## config.mk

```make
export PLATFORM = sky130hd
export DESIGN_NAME = vtpg_bist
export DESIGN_NICKNAME = d
export VERILOG_FILES = /design/src/rtl/vtpg_pkg.sv /design/src/rtl/vtpg_raster.sv /design/src/rtl/vtpg_pattern.sv /design/src/rtl/vtpg_checker.sv /design/src/rtl/vtpg_bist.sv
export SDC_FILE = /design/constraint.sdc
export NUM_CORES = 1
export LEC_CHECK = 0
export ABC_CLOCK_PERIOD_IN_PS = 3800
export BUFFER_PORTS_ARGS = -buffer_cell sky130_fd_sc_hd__buf_2
export CORE_MARGIN = 2
export CORE_UTILIZATION = 52
export CTS_CLUSTER_SIZE = 24
export DETAILED_ROUTE_END_ITERATION = 12
export PLACE_DENSITY_LB_ADDON = 0.2
export SLEW_MARGIN = 20
export SYNTH_ARGS = -nofsm -noshare
export SYNTH_HDL_FRONTEND = slang
export SYNTH_HIERARCHICAL = 1
export SYNTH_SLANG_ARGS = --single-unit
```

## constraint.sdc

```tcl
create_clock -name clk_i -period 3.8 [get_ports clk_i]
set_input_delay 0.19 -clock clk_i [delete_from_list [all_inputs] [get_ports clk_i]]
set_output_delay 0.19 -clock clk_i [all_outputs]
set_load 0.02 [all_outputs]
```

## src/rtl/vtpg_pkg.sv

```systemverilog
`timescale 1ns/1ps
package vtpg_pkg;
  localparam int WORD_W = 10;
  typedef logic [WORD_W-1:0] word_t;

  typedef enum logic [2:0] {PAT_NONE, PAT_BLACK, PAT_PLL, PAT_EQ, PAT_BARS} pat_e;

  function automatic pat_e code_to_pat(input word_t c);
    if (c[WORD_W-1:4] != '0) return PAT_NONE;
    case (c[3:0])
      4'd1:    return PAT_BLACK;
      4'd2:    return PAT_PLL;
      4'd3:    return PAT_EQ;
      4'd4:    return PAT_BARS;
      default: return PAT_NONE;
    endcase
  endfunction

  function automatic word_t trs_xyz(input logic f, input logic v, input logic h);
    return {1'b1, f, v, h, v ^ h, f ^ h, f ^ v, f ^ v ^ h, 2'b00};
  endfunction

  // sel: 0 Cb, 1 Y, 2 Cr, 3 Y
  function automatic word_t bar_word(input logic [2:0] idx, input logic [1:0] sel);
    logic [29:0] ycc;
    case (idx)
      3'd0: ycc = {10'h2D0, 10'h200, 10'h200};
      3'd1: ycc = {10'h288, 10'h0B0, 10'h238};
      3'd2: ycc = {10'h20C, 10'h270, 10'h0B0};
      3'd3: ycc = {10'h1C0, 10'h120, 10'h0E8};
      3'd4: ycc = {10'h150, 10'h2E0, 10'h318};
      3'd5: ycc = {10'h104, 10'h190, 10'h350};
      3'd6: ycc = {10'h08C, 10'h350, 10'h1C8};
      default: ycc = {10'h040, 10'h200, 10'h200};
    endcase
    case (sel)
      2'd0:    return ycc[19:10];
      2'd2:    return ycc[9:0];
      default: return ycc[29:20];
    endcase
  endfunction
endpackage

```

## src/rtl/vtpg_raster.sv

```systemverilog
`timescale 1ns/1ps
module vtpg_raster #(
  parameter int SMP_N43  = 64,
  parameter int SMP_N169 = 80,
  parameter int SMP_P43  = 72,
  parameter int SMP_P169 = 96,
  parameter int LINES_N  = 10,
  parameter int LINES_P  = 12,
  parameter int BLANK    = 16,
  parameter int VBL      = 1,
  localparam int SMP_MAXA = (SMP_N43 > SMP_N169) ? SMP_N43 : SMP_N169,
  localparam int SMP_MAXB = (SMP_P43 > SMP_P169) ? SMP_P43 : SMP_P169,
  localparam int SMP_MAX  = (SMP_MAXA > SMP_MAXB) ? SMP_MAXA : SMP_MAXB,
  localparam int LIN_MAX  = (LINES_N > LINES_P) ? LINES_N : LINES_P,
  localparam int SW = $clog2(SMP_MAX + 1),
  localparam int LW = $clog2(LIN_MAX + 1)
) (
  input  logic          clk_i,
  input  logic          rst_ni,
  input  logic          run_i,
  input  logic          pal_i,
  input  logic          wide_i,
  output logic [SW-1:0] smp_o,
  output logic          fld_o,
  output logic          vbl_o,
  output logic          upper_o,
  output logic [2:0]    bar_o,
  output logic          fend_o
);
  logic [SW-1:0] smp_q, bcnt_q, tot_w, bw_w;
  logic [LW-1:0] line_q, lines_w, half_w, lif_w;
  logic [2:0]    bar_q;
  logic          last_smp;

  assign tot_w   = pal_i ? (wide_i ? SW'(SMP_P169) : SW'(SMP_P43))
                         : (wide_i ? SW'(SMP_N169) : SW'(SMP_N43));
  assign lines_w = pal_i ? LW'(LINES_P) : LW'(LINES_N);
  assign half_w  = lines_w >> 1;
  assign bw_w    = (tot_w - SW'(BLANK)) >> 3;
  assign last_smp = (smp_q == tot_w - SW'(1));

  always_ff @(posedge clk_i or negedge rst_ni) begin
    if (!rst_ni) begin
      smp_q  <= '0;
      line_q <= '0;
      bar_q  <= '0;
      bcnt_q <= '0;
    end else if (!run_i) begin
      smp_q  <= '0;
      line_q <= '0;
      bar_q  <= '0;
      bcnt_q <= '0;
    end else begin
      smp_q <= last_smp ? '0 : smp_q + SW'(1);
      if (last_smp) line_q <= (line_q == lines_w - LW'(1)) ? '0 : line_q + LW'(1);
      if (smp_q == SW'(BLANK - 1)) begin
        bar_q  <= '0;
        bcnt_q <= '0;
      end else if (smp_q >= SW'(BLANK)) begin
        if (bcnt_q == bw_w - SW'(1)) begin
          bcnt_q <= '0;
          if (bar_q != 3'd7) bar_q <= bar_q + 3'd1;
        end else begin
          bcnt_q <= bcnt_q + SW'(1);
        end
      end
    end
  end

  assign fld_o   = (line_q >= half_w);
  assign lif_w   = fld_o ? line_q - half_w : line_q;
  assign vbl_o   = (lif_w < LW'(VBL));
  assign upper_o = (lif_w < (half_w >> 1));
  assign smp_o   = smp_q;
  assign bar_o   = bar_q;
  assign fend_o  = last_smp && ((line_q == half_w - LW'(1)) || (line_q == lines_w - LW'(1)));
endmodule

```

## src/rtl/vtpg_pattern.sv

```systemverilog
`timescale 1ns/1ps
module vtpg_pattern
  import vtpg_pkg::*;
#(
  parameter int BLANK = 16,
  parameter int SW    = 7
) (
  input  pat_e          pat_i,
  input  logic [SW-1:0] smp_i,
  input  logic          fld_i,
  input  logic          vbl_i,
  input  logic          upper_i,
  input  logic [2:0]    bar_i,
  output word_t         word_o
);
  logic [SW-1:0] act_w;
  logic [1:0]    sel_w;
  logic          luma_w;

  assign act_w  = smp_i - SW'(BLANK);
  assign sel_w  = act_w[1:0];
  assign luma_w = act_w[0];

  always_comb begin
    if (smp_i < SW'(4) || (smp_i >= SW'(BLANK - 4) && smp_i < SW'(BLANK))) begin
      // BLANK is a multiple of 4, so smp_i[1:0] is the position within the group
      case (smp_i[1:0])
        2'd0:    word_o = 10'h3FF;
        2'd3:    word_o = trs_xyz(fld_i, vbl_i, smp_i < SW'(4));
        default: word_o = 10'h000;
      endcase
    end else if (smp_i < SW'(BLANK) || vbl_i) begin
      word_o = smp_i[0] ? 10'h040 : 10'h200;
    end else begin
      case (pat_i)
        PAT_PLL:  word_o = luma_w ? 10'h110 : 10'h200;
        PAT_EQ:   word_o = upper_i ? (luma_w ? 10'h198 : 10'h300)
                                   : (luma_w ? 10'h110 : 10'h200);
        PAT_BARS: word_o = bar_word(bar_i, sel_w);
        default:  word_o = luma_w ? 10'h040 : 10'h200;
      endcase
    end
  end
endmodule

```

## src/rtl/vtpg_checker.sv

```systemverilog
`timescale 1ns/1ps
module vtpg_checker
  import vtpg_pkg::*;
#(
  parameter int LAT = 3
) (
  input  logic  clk_i,
  input  logic  rst_ni,
  input  logic  en_i,
  input  word_t tx_word_i,
  input  logic  tx_valid_i,
  input  logic  tx_fend_i,
  input  word_t rx_word_i,
  output logic  pass_o,
  output logic  err_o
);
  word_t exp_d  [LAT];
  logic  vld_d  [LAT];
  logic  fend_d [LAT];

  for (genvar g = 0; g < LAT; g++) begin : g_stage
    word_t src_w;
    logic  src_v, src_f;
    if (g == 0) begin : g_head
      assign src_w = tx_word_i;
      assign src_v = tx_valid_i;
      assign src_f = tx_fend_i;
    end else begin : g_tail
      assign src_w = exp_d[g-1];
      assign src_v = vld_d[g-1];
      assign src_f = fend_d[g-1];
    end
    always_ff @(posedge clk_i or negedge rst_ni) begin
      if (!rst_ni) begin
        exp_d[g]  <= '0;
        vld_d[g]  <= 1'b0;
        fend_d[g] <= 1'b0;
      end else begin
        exp_d[g]  <= src_w;
        vld_d[g]  <= en_i && src_v;
        fend_d[g] <= en_i && src_f;
      end
    end
  end

  logic [1:0] fcnt_q, fcnt_n;
  logic       err_q, err_n, pass_q, pass_n, hit_w;

  assign hit_w  = vld_d[LAT-1];
  assign err_n  = err_q || (hit_w && (exp_d[LAT-1] != rx_word_i));
  assign fcnt_n = (hit_w && fend_d[LAT-1] && fcnt_q != 2'd2) ? fcnt_q + 2'd1 : fcnt_q;
  assign pass_n = (fcnt_n == 2'd2) && !err_n;

  always_ff @(posedge clk_i or negedge rst_ni) begin
    if (!rst_ni) begin
      fcnt_q <= '0;
      err_q  <= 1'b0;
      pass_q <= 1'b0;
    end else if (!en_i) begin
      fcnt_q <= '0;
      err_q  <= 1'b0;
      pass_q <= 1'b0;
    end else begin
      fcnt_q <= fcnt_n;
      err_q  <= err_n;
      pass_q <= pass_n;
    end
  end

  assign pass_o = pass_q;
  assign err_o  = err_q;
endmodule

```

## src/rtl/vtpg_bist.sv

```systemverilog
`timescale 1ns/1ps
module vtpg_bist
  import vtpg_pkg::*;
#(
  parameter int SMP_N43  = 64,
  parameter int SMP_N169 = 80,
  parameter int SMP_P43  = 72,
  parameter int SMP_P169 = 96,
  parameter int LINES_N  = 10,
  parameter int LINES_P  = 12,
  parameter int BLANK    = 16,
  parameter int VBL      = 1,
  parameter int LAT      = 3,
  localparam int SMP_MAXA = (SMP_N43 > SMP_N169) ? SMP_N43 : SMP_N169,
  localparam int SMP_MAXB = (SMP_P43 > SMP_P169) ? SMP_P43 : SMP_P169,
  localparam int SMP_MAX  = (SMP_MAXA > SMP_MAXB) ? SMP_MAXA : SMP_MAXB,
  localparam int SW = $clog2(SMP_MAX + 1)
) (
  input  logic              clk_i,
  input  logic              rst_ni,
  input  logic              tpg_en_i,
  input  logic [WORD_W-1:0] code_i,
  input  logic [1:0]        fmt_i,
  input  logic [WORD_W-1:0] rx_word_i,
  output logic [WORD_W-1:0] tx_word_o,
  output logic              tx_valid_o,
  output logic              pass_o
);
  logic run_q, pal_q, wide_q, tx_fend_q, chk_err;
  pat_e pat_q;

  always_ff @(posedge clk_i or negedge rst_ni) begin
    if (!rst_ni) begin
      run_q  <= 1'b0;
      pat_q  <= PAT_NONE;
      pal_q  <= 1'b0;
      wide_q <= 1'b0;
    end else begin
      run_q <= tpg_en_i;
      if (tpg_en_i && !run_q) begin
        pat_q  <= code_to_pat(code_i);
        pal_q  <= fmt_i[0];
        wide_q <= fmt_i[1];
      end
    end
  end

  logic [SW-1:0] smp_w;
  logic          fld_w, vbl_w, upper_w, fend_w;
  logic [2:0]    bar_w;
  word_t         word_w;

  vtpg_raster #(
    .SMP_N43(SMP_N43), .SMP_N169(SMP_N169), .SMP_P43(SMP_P43), .SMP_P169(SMP_P169),
    .LINES_N(LINES_N), .LINES_P(LINES_P), .BLANK(BLANK), .VBL(VBL)
  ) i_raster (
    .clk_i(clk_i), .rst_ni(rst_ni), .run_i(run_q), .pal_i(pal_q), .wide_i(wide_q),
    .smp_o(smp_w), .fld_o(fld_w), .vbl_o(vbl_w), .upper_o(upper_w),
    .bar_o(bar_w), .fend_o(fend_w)
  );

  vtpg_pattern #(.BLANK(BLANK), .SW(SW)) i_pattern (
    .pat_i(pat_q), .smp_i(smp_w), .fld_i(fld_w), .vbl_i(vbl_w),
    .upper_i(upper_w), .bar_i(bar_w), .word_o(word_w)
  );

  logic live_w;
  assign live_w = tpg_en_i && run_q && (pat_q != PAT_NONE);

  always_ff @(posedge clk_i or negedge rst_ni) begin
    if (!rst_ni) begin
      tx_word_o  <= '0;
      tx_valid_o <= 1'b0;
      tx_fend_q  <= 1'b0;
    end else begin
      tx_word_o  <= live_w ? word_w : '0;
      tx_valid_o <= live_w;
      tx_fend_q  <= live_w && fend_w;
    end
  end

  vtpg_checker #(.LAT(LAT)) i_checker (
    .clk_i(clk_i), .rst_ni(rst_ni), .en_i(tpg_en_i),
    .tx_word_i(tx_word_o), .tx_valid_i(tx_valid_o), .tx_fend_i(tx_fend_q),
    .rx_word_i(rx_word_i), .pass_o(pass_o), .err_o(chk_err)
  );
endmodule

```

After elaboration in Yosys (flattened, before gate mapping)
Cells that the tools add are included.

operators by class
  eq/ne operators = 28
  bitwise gates (word level) = 4
  $lt $le $gt $ge = 7
  add/subtract/negate cells = 12
  mux-type cells = 40
  reduce and logical (&&, ||, !) cells = 28

operators by type and width
  operator                                                     number
  case mux 30 bit (7 select lines)                             1
  2-to-1 mux 10 bit                                            8
  2-to-1 mux 7 bit                                             7
  case mux 10 bit (2 select lines)                             2
  case mux 10 bit (3 select lines)                             1
  2-to-1 mux 3 bit                                             8
  logical AND 1 bit                                            16
  2-to-1 mux 4 bit                                             4
  adder 7 x 1 -> 7 bit (second input constant)                 2
  == test 7 bit                                                2
  == test 3 x 2 -> 1 bit (second input constant)               4
  == test 3 bit (second input constant)                        4
  case mux 3 bit (4 select lines)                              1
  != test 10 bit                                               1
  != test 3 x 1 -> 1 bit (second input constant)               3
  == test 4 x 2 -> 1 bit (second input constant)               2
  == test 4 bit                                                2
  == test 7 x 4 -> 1 bit (second input constant)               1
  >= comparator 7 x 4 -> 1 bit (second input constant)         1
  >= comparator 7 x 5 -> 1 bit (second input constant)         1
  less-than comparator 7 x 3 -> 1 bit (second input constant)  1
  less-than comparator 7 x 5 -> 1 bit (second input constant)  1
  subtractor 7 x 1 -> 7 bit (second input constant)            1
  subtractor 7 x 5 -> 7 bit (second input constant)            1
  other kinds (30)                                             44

storage, ports and cells
  word-level logic and storage cells = 142
  register bits = 79
  bits of input ports = 25
  output and inout port bits = 12

Logic depth before layout (Yosys ltp)
Gate-level depths: netlist of run 1.

  depth after elaboration = 9
  mapped depth = 13
  gate-level depth less buffers = 13

Cells and area by module
The synthesis of run 1 kept the hierarchy.

by module, submodules not included
  module        area an instance (um^2)  times used  seq. area each (um^2)  cells each
  vtpg_raster   1501.4                   1           525.5                  158
  vtpg_checker  1248.7                   1           1001.0                 74
  vtpg_bist     661.9                    1           450.4                  51
  vtpg_pattern  653.1                    1           0.0                    108

Least setup slack after synthesis of run 1
Ideal clock, no wire load.

  path type = register to register
  start point = reg pal_q
  end point = reg tx_word_o[8]
  required time = 3681 ps
  cell stages (with the launch flop) = 13
  library setup time = 119 ps
  setup slack = 896 ps
  buffers on the path = 0
  clock period less this slack = 2904 ps
  arrival = 2785 ps
  path through = dfrtp_1 inv_1 ha_1 inv_1 fa_1 a21o_1 a21oi_1 nor3b_1 o21a_1 a211o_1 a211oi_1 or3_1 and2_1

between the ends
  elaborated cells on any way between the ends = 13
  those cells by class = 1 x add/sub; 3 x order compare; 8 x mux; 1 x reduce/logical

RTL lines
  item                                                                              line                                  RTL
  from (decl)                                                                       vtpg_bist.sv:29                       logic run_q, pal_q, wide_q, tx_fend_q, chk_err;
  from (signal assigned)                                                            vtpg_bist.sv:42                       pal_q <= fmt_i[0];
  2-to-1 mux 3 bit *                                                                vtpg_raster.sv:37                     assign lines_w = pal_i ? LW'(LINES_P) : LW'(LINES_N);
  subtractor 4 x 3 -> 4 bit / >= comparator 4 x 3 -> 1 bit (equally long branches)  vtpg_raster.sv:71, vtpg_raster.sv:70
  2-to-1 mux 4 bit *                                                                vtpg_raster.sv:71                     assign lif_w = fld_o ? line_q - half_w : line_q;
  less-than comparator 4 x 1 -> 1 bit *                                             vtpg_raster.sv:72                     assign vbl_o = (lif_w < LW'(VBL));
  named net vbl_w                                                                   vtpg_bist.sv:49                       logic fld_w, vbl_w, upper_w, fend_w;
  logical OR 1 bit *                                                                vtpg_pattern.sv:32                    end else if (smp_i < SW'(BLANK) || vbl_i) begin
  2-to-1 mux 10 bit *                                                               vtpg_pattern.sv:32
  2-to-1 mux 10 bit *                                                               vtpg_pattern.sv:25                    if (smp_i < SW'(4) || (smp_i >= SW'(BLANK - 4) && smp_i < SW'(BLANK))) begin
  named net word_w[8]                                                               vtpg_bist.sv:51                       word_t word_w;
  2-to-1 mux 10 bit *                                                               vtpg_bist.sv:76                       tx_word_o <= live_w ? word_w : '0;
  to (signal assigned)                                                              vtpg_bist.sv:76
  to (decl)                                                                         vtpg_bist.sv:25                       output logic [WORD_W-1:0] tx_word_o,

The timed path passes the listed nets; every way through them passes the cells marked *.
A chain may end at the register's enable or synchronous reset.

Final worst setup path of run 1
Ends and elaborated chain as after synthesis.

==> flow_summary_export.csv, run 1 <==
group,metric,value,unit
logic_synthesis,synth-edff-count,0,
global_route,grt_pass1_vias,2817,
detailed_routing,ant_nets,0,
floorplanning,num_rows,32,
layout,nets,476,
detailed_routing,vias,2926,
layout,fin_util,59.3,%
worst_setup_path,crit_top_cell,"inv_1",
logic_synthesis,synth_top_flop_cell,"dfrtp_1",
status,violations,"negative hold slack",
logic_synthesis,yosys.cell_types.count,63,
worst_setup_path,crit_start,"pal_q$_DFFE_PN0P_",
detailed_routing,drt_wl_total,7.77,mm
sta,period_share,85.5,%
global_route,grt.met2_usage,32.1,%
sta,layout_min_cycle_time,3.25,ns
layout,design_area,4540,µm²
pwr,clkPwrFrac,38.4,%
placement,port_buffers,36,
global_route,met3_usage,3.74,%
cts,cts_setup_buffers,0,
global_route,track_usage,19.8,%
layout,diodes,0,
cts,cts-root-buf,"clkbuf_8",
detailed_routing,drtIter0Drc,125,
worst_setup_path,path_cells,"inv_1 > ha_1 > inv_1 > fa_1 > a21o_1 > a21oi_1 > nor3b_1 > o21a_1 > a211o_1 > a211oi_1 > or3_1 > and2_1",
logic_synthesis,async_reset_ff_share,100,%
cts,htreeDepth,3,
sta,rsz0062_at_grt,"no",
global_route,antenna_found_initial,0,
cts,path_clk_slew,0.09,ns
logic_synthesis,synth_seq_cells,79,
placement,dp_hpwl,5.59,mm
sta,whs,-0.00997,ns
layout,area_growth,11.6,%
sta,finalSetupTns,0,ns
worst_setup_path,crit_arrival,3.50,ns
cts,cts-resized-gates,0,
worst_setup_path,path_delay_family,"compound AO/OA/AOI/OAI gates",
layout,layout-drive-gt1-share,15.0,%
pwr,leakage,2.20,nW
detailed_routing,vias_per_cell,5.48,
logic_synthesis,synthCells,391,
cts,clk_path_buf_depth,2,
global_route,grt_overflow_total,0,
sta,clock_skew,0.0111,ns
floorplanning,coreArea,7650,µm²
logic_synthesis,syn_area,4070,µm²
status,outcome,"complete, but fails checks",
pwr,p_per_area,370,nW/µm²
logic_synthesis,ys_seq_area_share,48.6,%
logic_synthesis,synth_nets,440,
detailed_routing,wl_per_cell,14.5,µm
floorplanning,dieHeight,92.4,µm
floorplanning,die_area,8540,µm²
worst_setup_path,crit_path_start_kind,"register",
sta,max_freq,308,MHz
cts,ctsHoldBuffers,0,
logic_synthesis,syn_area_per_cell,10.4,µm²
placement,place_area,4330,µm²
pwr,ir_drop,153,µV
sta,hold_viol,12,
worst_setup_path,cpPeakStageDelay,0.44,ns
sta,drv_slew,0,
placement,gp_congestion,0.879,
global_route,use_met1,26.2,%
floorplanning,boundaryPins,37,
floorplanning,initial_core_util,53.2,%
worst_setup_path,cp_num_buf_inv,2,
worst_setup_path,end_kind,"register",
worst_setup_path,critPathMaxFanout,7,
logic_synthesis,synthTopCellsByCount,"dfrtp_1 (79), nand2_1 (31), ha_1 (23), nor2_1 (23)",
pwr,seqPwrFrac,51.1,%
sta,tightest_slew,0.959,ns
pwr,power_switching,0.000449,W
cts,clock_latency,0.35,ns
sta,slew_headroom,36.1,%
floorplanning,die_x,92.4,µm
cts,cts_num_sinks,79,
logic_synthesis,synth_area_leaders,"dfrtp_1 (49%), ha_1 (7.1%), xor2_1 (4.3%)",
logic_synthesis,yosys.area.top_type_share,48.6,%
hold_path,hold_class,"input pin to asynchronous set/reset pin",
worst_setup_path,worst_path_max_delay_cell,"dfrtp_1",
worst_setup_path,worst-setup-path-type,"register to register",
sta,setup_viol,0,
global_route,grt_start_max_net_pins,80,
pwr,total_power,0.00168,W
detailed_routing,dr.pass1.iters,4,
pwr,intPower,0.00123,W
job,cap_viol_max_count,0,
worst_setup_path,worst_ep_required_time,4.05,ns
logic_synthesis,yosysMostFrequentCell,"dfrtp_1",
pwr,switching_share,26.7,%
cts,cts_tree,"built",
detailed_routing,drc,0,
logic_synthesis,yosysTopAreaCell,"dfrtp_1",
worst_setup_path,r2r-start,"pal_q$_DFFE_PN0P_",
cts,numCtsBuffers,9,
global_route,grt_busiest_layer,"met2",
pwr,power_frac_comb,10.5,%
logic_synthesis,ys.warnings.count,6,
global_route,grt_pass1_wl,13.3,mm
[layout make-up]
| type | count | area, µm² |
|---|---|---|
| timing repair buffer | 37 | 190 |
| clock inverter | 7 | 83.8 |
| fill | 680 | 3110 |
| multi-input combinational | 279 | 1950 |
| clock buffer | 9 | 124 |
| tap | 102 | 128 |
| inverter | 21 | 78.8 |
| sequential | 79 | 1980 |
[logic make-up (layout without fill, tap and decap cells)]
logic type / count (synthesis) / count (layout) / synth area share (%)
buf+inv: 33 / 74 / 3.29
simple gates: 140 / 140 / 19.2
compound gates: 79 / 79 / 13.4
fa+ha+maj: 24 / 24 / 7.57
xor+xnor: 31 / 31 / 6.68
flops: 79 / 79 / 48.6
mux: 5 / 5 / 1.23
[routing by layer]
| layer | up-vias | part of all wire [%] |
|---|---|---|
| met1 | 1393 | 44 |
| met5 | - | 0 |
| li1 | 1444 | - |
| met2 | 75 | 50 |
| met4 | 0 | 1.9 |
| met3 | 14 | 4.1 |
[state kept, by name, summed over array words and instances (netlist names)]
register	flops
i_raster/bcnt_q	7
run_q	1
i_checker/err_o	1
i_checker/g_stage.src_f	2
i_checker/hit_w	1
i_checker/exp_d	10
i_checker/fend_d	1
pal_q	1
tx_word_o	10
tx_valid_o	1
i_raster/bar_o	3
i_raster/line_q	4
i_raster/smp_o	7
i_checker/fcnt_q	2
i_checker/g_stage.src_w	20
pat_q	3
i_checker/g_stage.src_v	2
tx_fend_q	1
wide_q	1
i_checker/pass_o	1
[power groups by stage]
| stage | registers, W | logic (W) | clock network (W) |
|---|---|---|---|
| 2_1_floorplan | 0.000872 | 0.000119 | 0 |
| 3_3_place_gp | 0.000874 | 0.000173 | 0 |
| 3_5_place_dp | 0.000874 | 0.000176 | 0 |
| 4_1_cts | 0.000858 | 0.000178 | 0.000673 |
| 5_1_grt | 0.000860 | 0.000202 | 0.000704 |
| 6_report | 0.000858 | 0.000176 | 0.000646 |
[path summary, 6_finish.rpt]
kind	endpoint	slack, ns	depth (start not counted)
worst max-delay path	tx_word_o[8]$_DFF_PN0_	0.55	12
max in group asynchronous	tx_word_o[5]$_DFF_PN0_	3.21	1
worst min register to register	i_checker/g_stage[2].src_w[6]$_DFF_PN0_	0.35	0
min in group clk_i	pal_q$_DFFE_PN0P_	0.03	3
worst max register to register	tx_word_o[8]$_DFF_PN0_	0.55	12
worst min-delay path	i_checker/fend_d[0]$_DFF_PN0_	-0.01	1
[metrics by stage]
step	setup slack, ns	instances
after CTS	0.558	534
final	0.551	534
after global routing	0.213	534
after global placement	0.749	518
after floorplan	0.896	391
after detailed placement	0.567	518
[worst register-to-register path, delay by kind of cell, from the launching register on]
kind / cells / cell delay, ns
fa+ha+maj: 2 / 0.62
buf+inv: 2 / 0.30
simple gates: 3 / 0.72
compound gates: 5 / 1.05
flops: 1 / 0.44
[cells in the final DEF (no fill, tap or decap), types with 9 or more instances in the layout]
| cell type | Yosys | routed |
|---|---|---|
| xnor2_1 | 11 | 11 |
| a21oi_1 | 16 | 16 |
| xor2_1 | 20 | 20 |
| clkbuf_8 | 0 | 9 |
| nor2_1 | 23 | 23 |
| ha_1 | 23 | 23 |
| nand2_1 | 31 | 31 |
| o21ai_0 | 12 | 12 |
| buf_2 | 5 | 35 |
| and2_1 | 21 | 21 |
| dfrtp_1 | 79 | 79 |
| inv_1 | 21 | 21 |
| nand3_1 | 15 | 15 |
(Power assumes the default switching activity.)
==> inputs of run 2 (changes only) <==
- CORE_UTILIZATION: 52 -> 40
- SYNTH_HIERARCHICAL: 1 -> not set
==> run 2 against run 1 <==
- the flow still finishes with violations (negative hold slack)
- count of clock-buffer cells in the layout unchanged
- first-iteration DRC count increased by 53%
- register-to-register slack improved by 0.28 ns
- largest power group unchanged
- highest routed layer unchanged
==> flow_summary_export.csv, run 2 <==
group,metric,value,unit
detailed_routing,drc,0,
layout,largest_reg_flops,18,
logic_synthesis,ys_seq_area_share,46.6,%
sta,period_share,78.2,%
cts,cts-resized-gates,0,
logic_synthesis,synth-edff-count,0,
sta,clock_skew,0.00758,ns
pwr,p_per_area,352,nW/µm²
cts,htreeDepth,3,
global_route,grt_pass1_vias,2796,
status,outcome,"complete, but fails checks",
worst_setup_path,worst_path_max_delay_cell,"fa_1",
sta,setup_viol,0,
job,cap_viol_max_count,0,
pwr,power_frac_comb,11.0,%
status,violations,"negative hold slack",
worst_setup_path,worst-setup-path-type,"register to register",
floorplanning,dieHeight,104,µm
logic_synthesis,synth_xor_xnor_area_share,6.30,%
logic_synthesis,synth_seq_cells,75,
floorplanning,initial_core_util,41.2,%
sta,drv_slew,0,
cts,cts_tree,"built",
placement,port_buffers,36,
layout,nets,480,
pwr,clkPwrFrac,37.8,%
logic_synthesis,synthAdderAreaFrac,7.95,%
floorplanning,coreArea,9770,µm²
sta,setup_slack,0.827,ns
logic_synthesis,synth_top_flop_cell,"dfrtp_1",
logic_synthesis,synth_nets,446,
logic_synthesis,synthCells,396,
layout,multiInputGateArea,1990,µm²
worst_setup_path,crit_cells,10,
cts,cts_setup_buffers,0,
layout,design_area,4500,µm²
pwr,intPower,0.00117,W
pwr,ir_drop,141,µV
global_route,grt_start_max_net_pins,76,
cts,cts-root-buf,"clkbuf_8",
pwr,total_power,0.00158,W
detailed_routing,ant_nets,0,
worst_setup_path,critPathMaxFanout,9,
floorplanning,die_area,10900,µm²
pwr,switching_share,26.1,%
logic_synthesis,syn_area_per_cell,10.2,µm²
detailed_routing,vias,3000,
placement,gp_congestion,0.915,
layout,fillers,954,
worst_setup_path,worst_ep_required_time,4.07,ns
floorplanning,num_rows,36,
detailed_routing,drt_wl_total,8.36,mm
worst_setup_path,rr_worst_depth,10,
global_route,grt_overflow_total,0,
global_route,antenna_found_initial,0,
logic_synthesis,synthTopCellsByCount,"dfrtp_1 (75), nor2_1 (28), nand2_1 (26)",
worst_setup_path,crit_top_cell,"inv_1",
floorplanning,boundaryPins,37,
sta,layout_min_cycle_time,2.97,ns
layout,seq_area,1880,µm²
placement,dp_hpwl,6.11,mm
detailed_routing,dr.pass1.iters,4,
sta,rsz0062_at_grt,"no",
worst_setup_path,crit_arrival,3.24,ns
detailed_routing,wl_per_cell,14.7,µm
sta,tightest_slew,0.920,ns
sta,hold_viol,27,
global_route,track_usage,16.4,%
worst_setup_path,path_cells,"inv_1 > ha_1 > inv_1 > fa_1 > a21o_1 > nor2_1 > mux2i_1 > o2111ai_1 > a2111o_1 > a21oi_1",
layout,layout_commonest_cell,"dfrtp_1",
cts,cts_num_sinks,75,
pwr,seqPwrFrac,51.2,%
logic_synthesis,synth_top_family_by_area,"simple AND/OR/NAND/NOR gates",
logic_synthesis,muxShareOfSynthArea,1.24,%
floorplanning,die_x,104,µm
logic_synthesis,synth_compound_area_share,16.8,%
sta,finalSetupTns,0,ns
worst_setup_path,cp_num_buf_inv,2,
global_route,grt_pass1_wl,14.2,mm
logic_synthesis,synthSimpleGateAreaFrac,17.1,%
cts,ctsHoldBuffers,0,
cts,clk_path_buf_depth,2,
sta,whs,-0.0225,ns
pwr,leakage,2.12,nW
logic_synthesis,yosys.area.top_type_share,46.6,%
worst_setup_path,end_kind,"register",
logic_synthesis,syn_area,4030,µm²
cts,numCtsBuffers,9,
cts,path_clk_slew,0.08,ns
layout,diodes,0,
logic_synthesis,yosysTopAreaCell,"dfrtp_1",
worst_setup_path,cpPeakStageDelay,0.50,ns
logic_synthesis,ys.warnings.count,0,
logic_synthesis,async_reset_ff_share,100,%
placement,dp_slack,0.859,ns
layout,layout_common_cells,"dfrtp_1 (75), buf_2 (35), nor2_1 (28)",
logic_synthesis,synth_area_leaders,"dfrtp_1 (47%), ha_1 (7.4%), xor2_1 (3.3%)",
hold_path,hold_class,"input pin to asynchronous set/reset pin",
layout,area_growth,11.6,%
detailed_routing,vias_per_cell,5.29,
worst_setup_path,crit_path_start_kind,"register",
cts,clock_latency,0.34,ns
sta,max_freq,336,MHz
pwr,power_switching,0.000413,W
layout,layout-drive-gt1-share,14.7,%
logic_synthesis,yosysMostFrequentCell,"dfrtp_1",
placement,place_area,4310,µm²
sta,slew_headroom,38.7,%
detailed_routing,drtIter0Drc,191,
logic_synthesis,yosys.cell_types.count,65,
worst_setup_path,path_delay_family,"compound AO/OA/AOI/OAI gates",
[run 2: area by class of cell]
class	instances	area share, %
flip-flops and latches	75	41.7
clock inverters	6	1.45
repair buffers	39	4.56
multi-input cells	286	44.2
inverters	19	1.59
clock buffers	9	2.75
well taps	133	3.70
[run 2: path summary, 6_finish.rpt]
kind	from	endpoint	slack, ns
setup reg to reg	pal_q$_DFFE_PN0P_	tx_word_o[7]$_DFF_PN0_	0.83
max in group asynchronous	rst_ni	i_raster.smp_o[0]$_DFF_PN0_	3.23
hold / removal	rst_ni	i_checker.fcnt_q[0]$_DFF_PN0_	-0.02
setup / recovery	pal_q$_DFFE_PN0P_	tx_word_o[7]$_DFF_PN0_	0.83
hold reg to reg	i_checker.g_stage[1].src_w[2]$_DFF_PN0_	i_checker.g_stage[2].src_w[2]$_DFF_PN0_	0.35
min in group clk_i	fmt_i[1]	wide_q$_DFFE_PN0P_	0.05
[run 2: kinds of logic (layout without fill, tap and decap cells)]
family | count (synthesis) | in the layout
mux | 5 | 5
buf+inv | 35 | 73
fa+ha+maj | 25 | 25
xor+xnor | 29 | 29
flops | 75 | 75
simple gates | 131 | 131
compound gates | 96 | 96
[run 2: through the flow]
stage,hold slack (ns),std cells,util [%]
detailed placement,0.335,552,44.1
CTS,0.0192,567,46.0
floorplan,-0.106,396,-
global placement,0.334,552,44.1
global route,0.0363,567,46.0
finish,-0.0225,567,46.0
[run 2: power groups by stage]
stage | Clock [W] | Combinational [W] | Sequential, W
floorplan | 0 | 0.000117 | 0.000826
global placement | 0 | 0.000174 | 0.000827
detailed placement | 0 | 0.000176 | 0.000828
CTS | 0.000619 | 0.000176 | 0.000812
global route | 0.000659 | 0.000196 | 0.000813
finish | 0.000598 | 0.000174 | 0.000812
[run 2: routing by layer]
| layer | vias to the layer above | global-route usage, % | wire, µm |
|---|---|---|---|
| met2 | 76 | 25.7 | 3870 |
| met4 | 0 | 5.50 | 150 |
| met3 | 13 | 3.45 | 398 |
| met1 | 1440 | 22.5 | 3950 |
| li1 | 1471 | - | - |
| met5 | - | 0 | 0 |
